**src/rtl/ss_restart_seq.sv**
```systemverilog
module ss_restart_seq #(
  parameter int RAMP_W    = 10,
  parameter int RAMP_FULL = 1000,
  parameter int LOW_LVL   = 200,
  parameter int CHG_STEP  = 7,
  parameter int DIS_STEP  = 5
) (
  input  logic              clk,
  input  logic              rst_n,
  input  logic              sup_on,
  input  logic              sup_off,
  input  logic              ov,
  input  logic              uv,
  input  logic              sd_trip,
  input  logic              oc_hi,
  output logic              out_en,
  output logic [RAMP_W-1:0] duty_ceil,
  output logic              resync,
  output logic              shut_latched,
  output logic              tmr_clr
);
  localparam logic [RAMP_W:0]   FULL_X = (RAMP_W+1)'(RAMP_FULL);
  localparam logic [RAMP_W-1:0] FULL_C = RAMP_W'(RAMP_FULL);
  localparam logic [RAMP_W-1:0] LOW_C  = RAMP_W'(LOW_LVL);
  localparam logic [RAMP_W-1:0] CHG_C  = RAMP_W'(CHG_STEP);
  localparam logic [RAMP_W-1:0] DIS_C  = RAMP_W'(DIS_STEP);
  localparam logic [RAMP_W-1:0] DMAX   = RAMP_W'(RAMP_FULL - LOW_LVL);

  typedef enum logic {M_DISCH, M_RUN} mode_t;

  logic              en_q;
  mode_t             mode;
  logic [RAMP_W-1:0] ramp;
  logic              latch_q;

  wire en_nx  = en_q ? ~sup_off : (sup_on & ~sup_off);
  wire trip   = ov | sd_trip;
  wire fault  = ov | uv | sd_trip | oc_hi | latch_q;

  wire [RAMP_W:0]   up_x    = {1'b0, ramp} + {1'b0, CHG_C};
  wire [RAMP_W-1:0] ramp_up = (up_x > FULL_X) ? FULL_C : up_x[RAMP_W-1:0];
  wire [RAMP_W-1:0] ramp_dn = uv ? '0 : ((ramp < DIS_C) ? '0 : ramp - DIS_C);

  always_ff @(posedge clk or negedge rst_n) begin
    if (!rst_n) begin
      en_q    <= 1'b0;
      mode    <= M_DISCH;
      ramp    <= '0;
      latch_q <= 1'b0;
      resync  <= 1'b0;
    end else begin
      en_q   <= en_nx;
      resync <= 1'b0;
      if (!en_nx) begin
        mode    <= M_DISCH;
        ramp    <= '0;
        latch_q <= 1'b0;
      end else begin
        if (trip) latch_q <= 1'b1;
        case (mode)
          M_RUN: begin
            if (fault) begin
              mode   <= M_DISCH;
              resync <= 1'b1;
              ramp   <= ramp_dn;
            end else begin
              ramp <= ramp_up;
            end
          end
          default: begin
            if (!fault && ramp < LOW_C) mode <= M_RUN;
            else                        ramp <= ramp_dn;
          end
        endcase
      end
    end
  end

  assign out_en       = (mode == M_RUN);
  assign duty_ceil    = (ramp > LOW_C) ? ramp - LOW_C : '0;
  assign shut_latched = latch_q;
  assign tmr_clr      = ~en_q;


  lockout_hold_chk: assert property (@(posedge clk) disable iff (!rst_n)
    tmr_clr |-> (!out_en && duty_ceil == '0 && !shut_latched && !resync));


  hyst_hold_chk: assert property (@(posedge clk) disable iff (!rst_n)
    (tmr_clr && !sup_on) |=> tmr_clr);


  off_wins_chk: assert property (@(posedge clk) disable iff (!rst_n)
    sup_off |=> tmr_clr);


  ceil_limit_chk: assert property (@(posedge clk) disable iff (!rst_n)
    duty_ceil <= DMAX);


  ramp_mono_chk: assert property (@(posedge clk) disable iff (!rst_n)
    out_en |=> (!out_en || duty_ceil >= $past(duty_ceil)));


  fault_stop_chk: assert property (@(posedge clk) disable iff (!rst_n)
    (out_en && (ov || uv || sd_trip || oc_hi)) |=> (!out_en && (resync || tmr_clr)));


  resync_pulse_chk: assert property (@(posedge clk) disable iff (!rst_n)
    resync |=> !resync);


  latch_sticky_chk: assert property (@(posedge clk) disable iff (!rst_n)
    shut_latched |=> (shut_latched || tmr_clr));


  latch_set_chk: assert property (@(posedge clk) disable iff (!rst_n)
    ((ov || sd_trip) && !tmr_clr && !sup_off) |=> shut_latched);


  latch_block_chk: assert property (@(posedge clk) disable iff (!rst_n)
    shut_latched |-> !out_en);


  uv_clamp_chk: assert property (@(posedge clk) disable iff (!rst_n)
    uv |=> (!out_en && duty_ceil == '0));
endmodule

```
**config.mk**
```make
export PLATFORM = sky130hd
export DESIGN_NAME = ss_restart_seq
export DESIGN_NICKNAME = d
export VERILOG_FILES = /design/src/rtl/ss_restart_seq.sv
export SDC_FILE = /design/constraint.sdc
export NUM_CORES = 1
export LEC_CHECK = 0
export BUFFER_PORTS_ARGS = -buffer_cell sky130_fd_sc_hd__buf_2
export CAP_MARGIN = 20
export CORE_ASPECT_RATIO = 1.75
export CORE_MARGIN = 2
export CORE_UTILIZATION = 50
export CTS_BUF_LIST = sky130_fd_sc_hd__clkbuf_2 sky130_fd_sc_hd__clkbuf_4 sky130_fd_sc_hd__clkbuf_8
export DETAILED_ROUTE_END_ITERATION = 10
export PLACE_DENSITY = 0.72
export SLEW_MARGIN = 15
export SYNTH_ARGS = -nofsm -noshare
export SYNTH_HDL_FRONTEND = slang
export SYNTH_SLANG_ARGS = --single-unit
```
**constraint.sdc**
```tcl
create_clock -name clk -period 2.65 [get_ports clk]
set_input_delay 0.1325 -clock clk [delete_from_list [all_inputs] [get_ports clk]]
set_output_delay 0.1325 -clock clk [all_outputs]
set_load 0.02 [all_outputs]
```
==> out/metrics.cfg <==
[finish]
layout.nets = 203
area_growth_syn_to_layout_pct = 12.3
fillers = 246
stdcell_count = 214
drive_gt1_share_pct = 17.6
diodes = 0

[worst_setup_path]
cp.required_ns = 2.78
worstSetupPathType = reg2reg
r2r-end = ramp[3]$_DFFE_PN0P_
rr_worst_depth = 6
path_max_fanout = 13
rr_startpoint = ramp[2]$_DFFE_PN0P_
start_kind = register
critical_path_arrival_ns = 2.51
crit_path_end_kind = register
r2r_setup_slack_ns = 0.26

[timing]
finalMaxSlewViolations = 0
finalHoldViolCount = 0
slew_headroom_pct = 57.4
fin_crit_ns = 2.39
clock_skew_ns = 0.00304
holdWs_ns = 0.134
setup_viol = 0
fmax_mhz = 419
tns_ns = 0
worst_pin_slew_ns = 0.633
rsz0062_at_grt = false
timing.final.crit_share_pct = 90.1

[worst_hold_path]
hold_end = shut_latched$_DFFE_PN0P_
whs_path_depth = 2
hold_path.class = in2reg
hp-start = sd_trip

[global_route]
antenna_found_initial = 0
grt_max_degree = 15
grt_first_pass_wirelength_um = 6370
track_usage_pct = 26.7
grt_pass1_vias = 1426
gr-total-overflow = 0

[clock_network]
cts_sinks = 14
tritoncts = done
clock_latency_ns = 0.25
clk_pin_slew_ns = 0.06
numCtsBuffers = 3
htreeDepth = 1
cts_root_buf = clkbuf_8
clk_path_buf_depth = 2
cts_setup_buffers = 0

[die]
start_util_pct = 52.2
die-area_sq_um = 3040
die_x_um = 42.5
num_rows = 24
ios = 22
fp.dieH_um = 71.5
fp.coreArea_sq_um = 2490

[flow_run]
cap_violations = 0

[logic_synthesis]
synthFlopType = dfrtp_1
synth-seq-cells = 14
syn_area_sq_um = 1300
synth_edf_count = 0
seq_area_frac_synth_pct = 26.9
ys_warn_count = 0
async_reset_ff_share_pct = 100
ys_types = 48
synth_fp_nets = 186
synthCells = 173
syn_area_per_cell_sq_um = 7.51

[route]
drc = 0
viasPerCell = 6.77
dr.first_iter.drc_count = 75
wire_per_inst_um = 17.1
wirelength_um = 3660
ant_nets = 0
firstDrtPassIters = 4
vias = 1449

[power_and_ir_drop]
ir_worst_vdd_mv = 0.404
power_density_nw_per_um2 = 694
p_leak_nw = 0.630

[place]
place_congestion = 0.950
dpl.cell_count = 210
hpwl_um = 2750
io_buffers = 21

[status]
outcome = complete, no violations

==> synthesized netlist by cell type (2+ instances only) <==
cell,count,share of area [%]
a211oi_1,3,1.7
a21oi_1,9,3.5
a31oi_1,4,1.9
a32o_1,2,1.5
and3_1,3,1.4
buf_2,3,1.2
clkbuf_1,9,2.6
dfrtp_1,14,27
ha_1,5,4.8
inv_1,8,2.3
nand2_1,16,4.6
nand2b_1,6,2.9
nand3_1,4,1.5
nand4_1,3,1.4
nor2_1,20,5.8
nor2b_1,2,0.96
nor3_1,2,0.77
o211ai_1,2,1.2
o21a_1,2,1.2
o21ai_0,14,5.4
o21ai_1,2,0.77
o221ai_1,2,1.3
o22ai_1,3,1.4
or2_1,2,0.96
or2_2,2,0.96
or3_1,2,0.96
or4_1,3,1.7
xnor2_1,5,3.4
xor2_1,2,1.3
==> registers in the layout, summed over array words and instances (netlist names) <==
name / cells
en_q: 1
resync: 1
ramp: 10
out_en: 1
shut_latched: 1
==> cell usage in the layout (no fill, tap or decap), types with 3 or more instances in the layout <==
cell and count:
a211oi_1 3, ha_1 5, nor2_1 20, nand2b_1 6, buf_2 21, and3_1 3
or4_1 3, dfrtp_1 14, a21oi_1 9, nand2_1 16, o22ai_1 3, nand3_1 4
inv_1 8, a31oi_1 4, clkbuf_8 3, xnor2_1 5, nand4_1 3, o21ai_0 14
==> power by group <==
part	internal (mW)	switching (mW)	leakage (nW)
Sequential	0.241	0.0677	0.191
Combinational	0.211	0.319	0.418
Clock	0.101	0.0733	0.0216
==> final cells by class <==
class                   count  area, sq um  area share (%)
well taps                  26         32.5            2.23
clock buffers               3         41.3            2.83
flip-flops and latches     14          350            24.0
repair buffers             24          130            8.91
multi-input cells         139          876            60.0
inverters                   8         30.0            2.06
==> per-stage QoR <==
stage | area (sq um) | total power [mW] | worst slack [ns] | utilization [%]
3_5_place_dp | 1400 | 0.826 | 0.411 | 56.3
2_1_floorplan | 1300 | 0.702 | 0.621 | -
6_report | 1460 | 1.01 | 0.263 | 58.6
4_1_cts | 1460 | 1.00 | 0.164 | 58.4
5_1_grt | 1460 | 1.09 | 0.0901 | 58.6
3_3_place_gp | 1400 | 0.808 | 0.429 | 56.3
==> worst max path at each step <==
stage	startpoint	end	slack, ns
after floorplan	out_en$_DFF_PN0_	ramp[4]$_DFFE_PN0P_	0.62
after global placement	ramp[0]$_DFFE_PN0P_	ramp[4]$_DFFE_PN0P_	0.43
after detailed placement	ramp[0]$_DFFE_PN0P_	ramp[4]$_DFFE_PN0P_	0.41
after CTS	ramp[1]$_DFFE_PN0P_	duty_ceil[6]	0.16
after global routing	ramp[0]$_DFFE_PN0P_	ramp[0]$_DFFE_PN0P_	0.09
final	ramp[2]$_DFFE_PN0P_	ramp[3]$_DFFE_PN0P_	0.26
==> critical path, stage by stage, from the launching register on <==
cell and delay, ns:
dfrtp_1 0.53, o31ai_1 0.63, nor2_1 0.23, xor2_1 0.21, nand4_1 0.22, o221ai_1 0.16, a32o_1 0.29
==> metal layers <==
metal  wire [um]  global-route usage, %  share of wire (%)  vias up
met4         142                   14.2                3.9        0
li1            -                      -                  -      663
met2        1880                   48.0                 51       88
met5           0                      0                  0        -
met1        1340                   30.3                 37      677
met3         296                   2.52                8.1       21
==> cell families (layout without fill, tap and decap cells) <==
family / after synthesis / count (layout) / synth area share [%]
AO/OA/AOI/OAI: 56 / 56 / 29.0
flip-flops: 14 / 14 / 26.9
AND/OR/NAND/NOR: 71 / 71 / 28.5
adder cells (fa/ha/maj): 5 / 5 / 4.81
XOR/XNOR: 7 / 7 / 4.72
buffers and inverters: 20 / 35 / 6.06
==> repair_timing <==
item / in CTS / in global routing
hold buffers: 1 / 0
endpoints found under the setup margin: 0 / 9
endpoints found under the hold margin: 14 / 0
gates resized for setup: 0 / 1
Power figures use the tool's default switching activity.
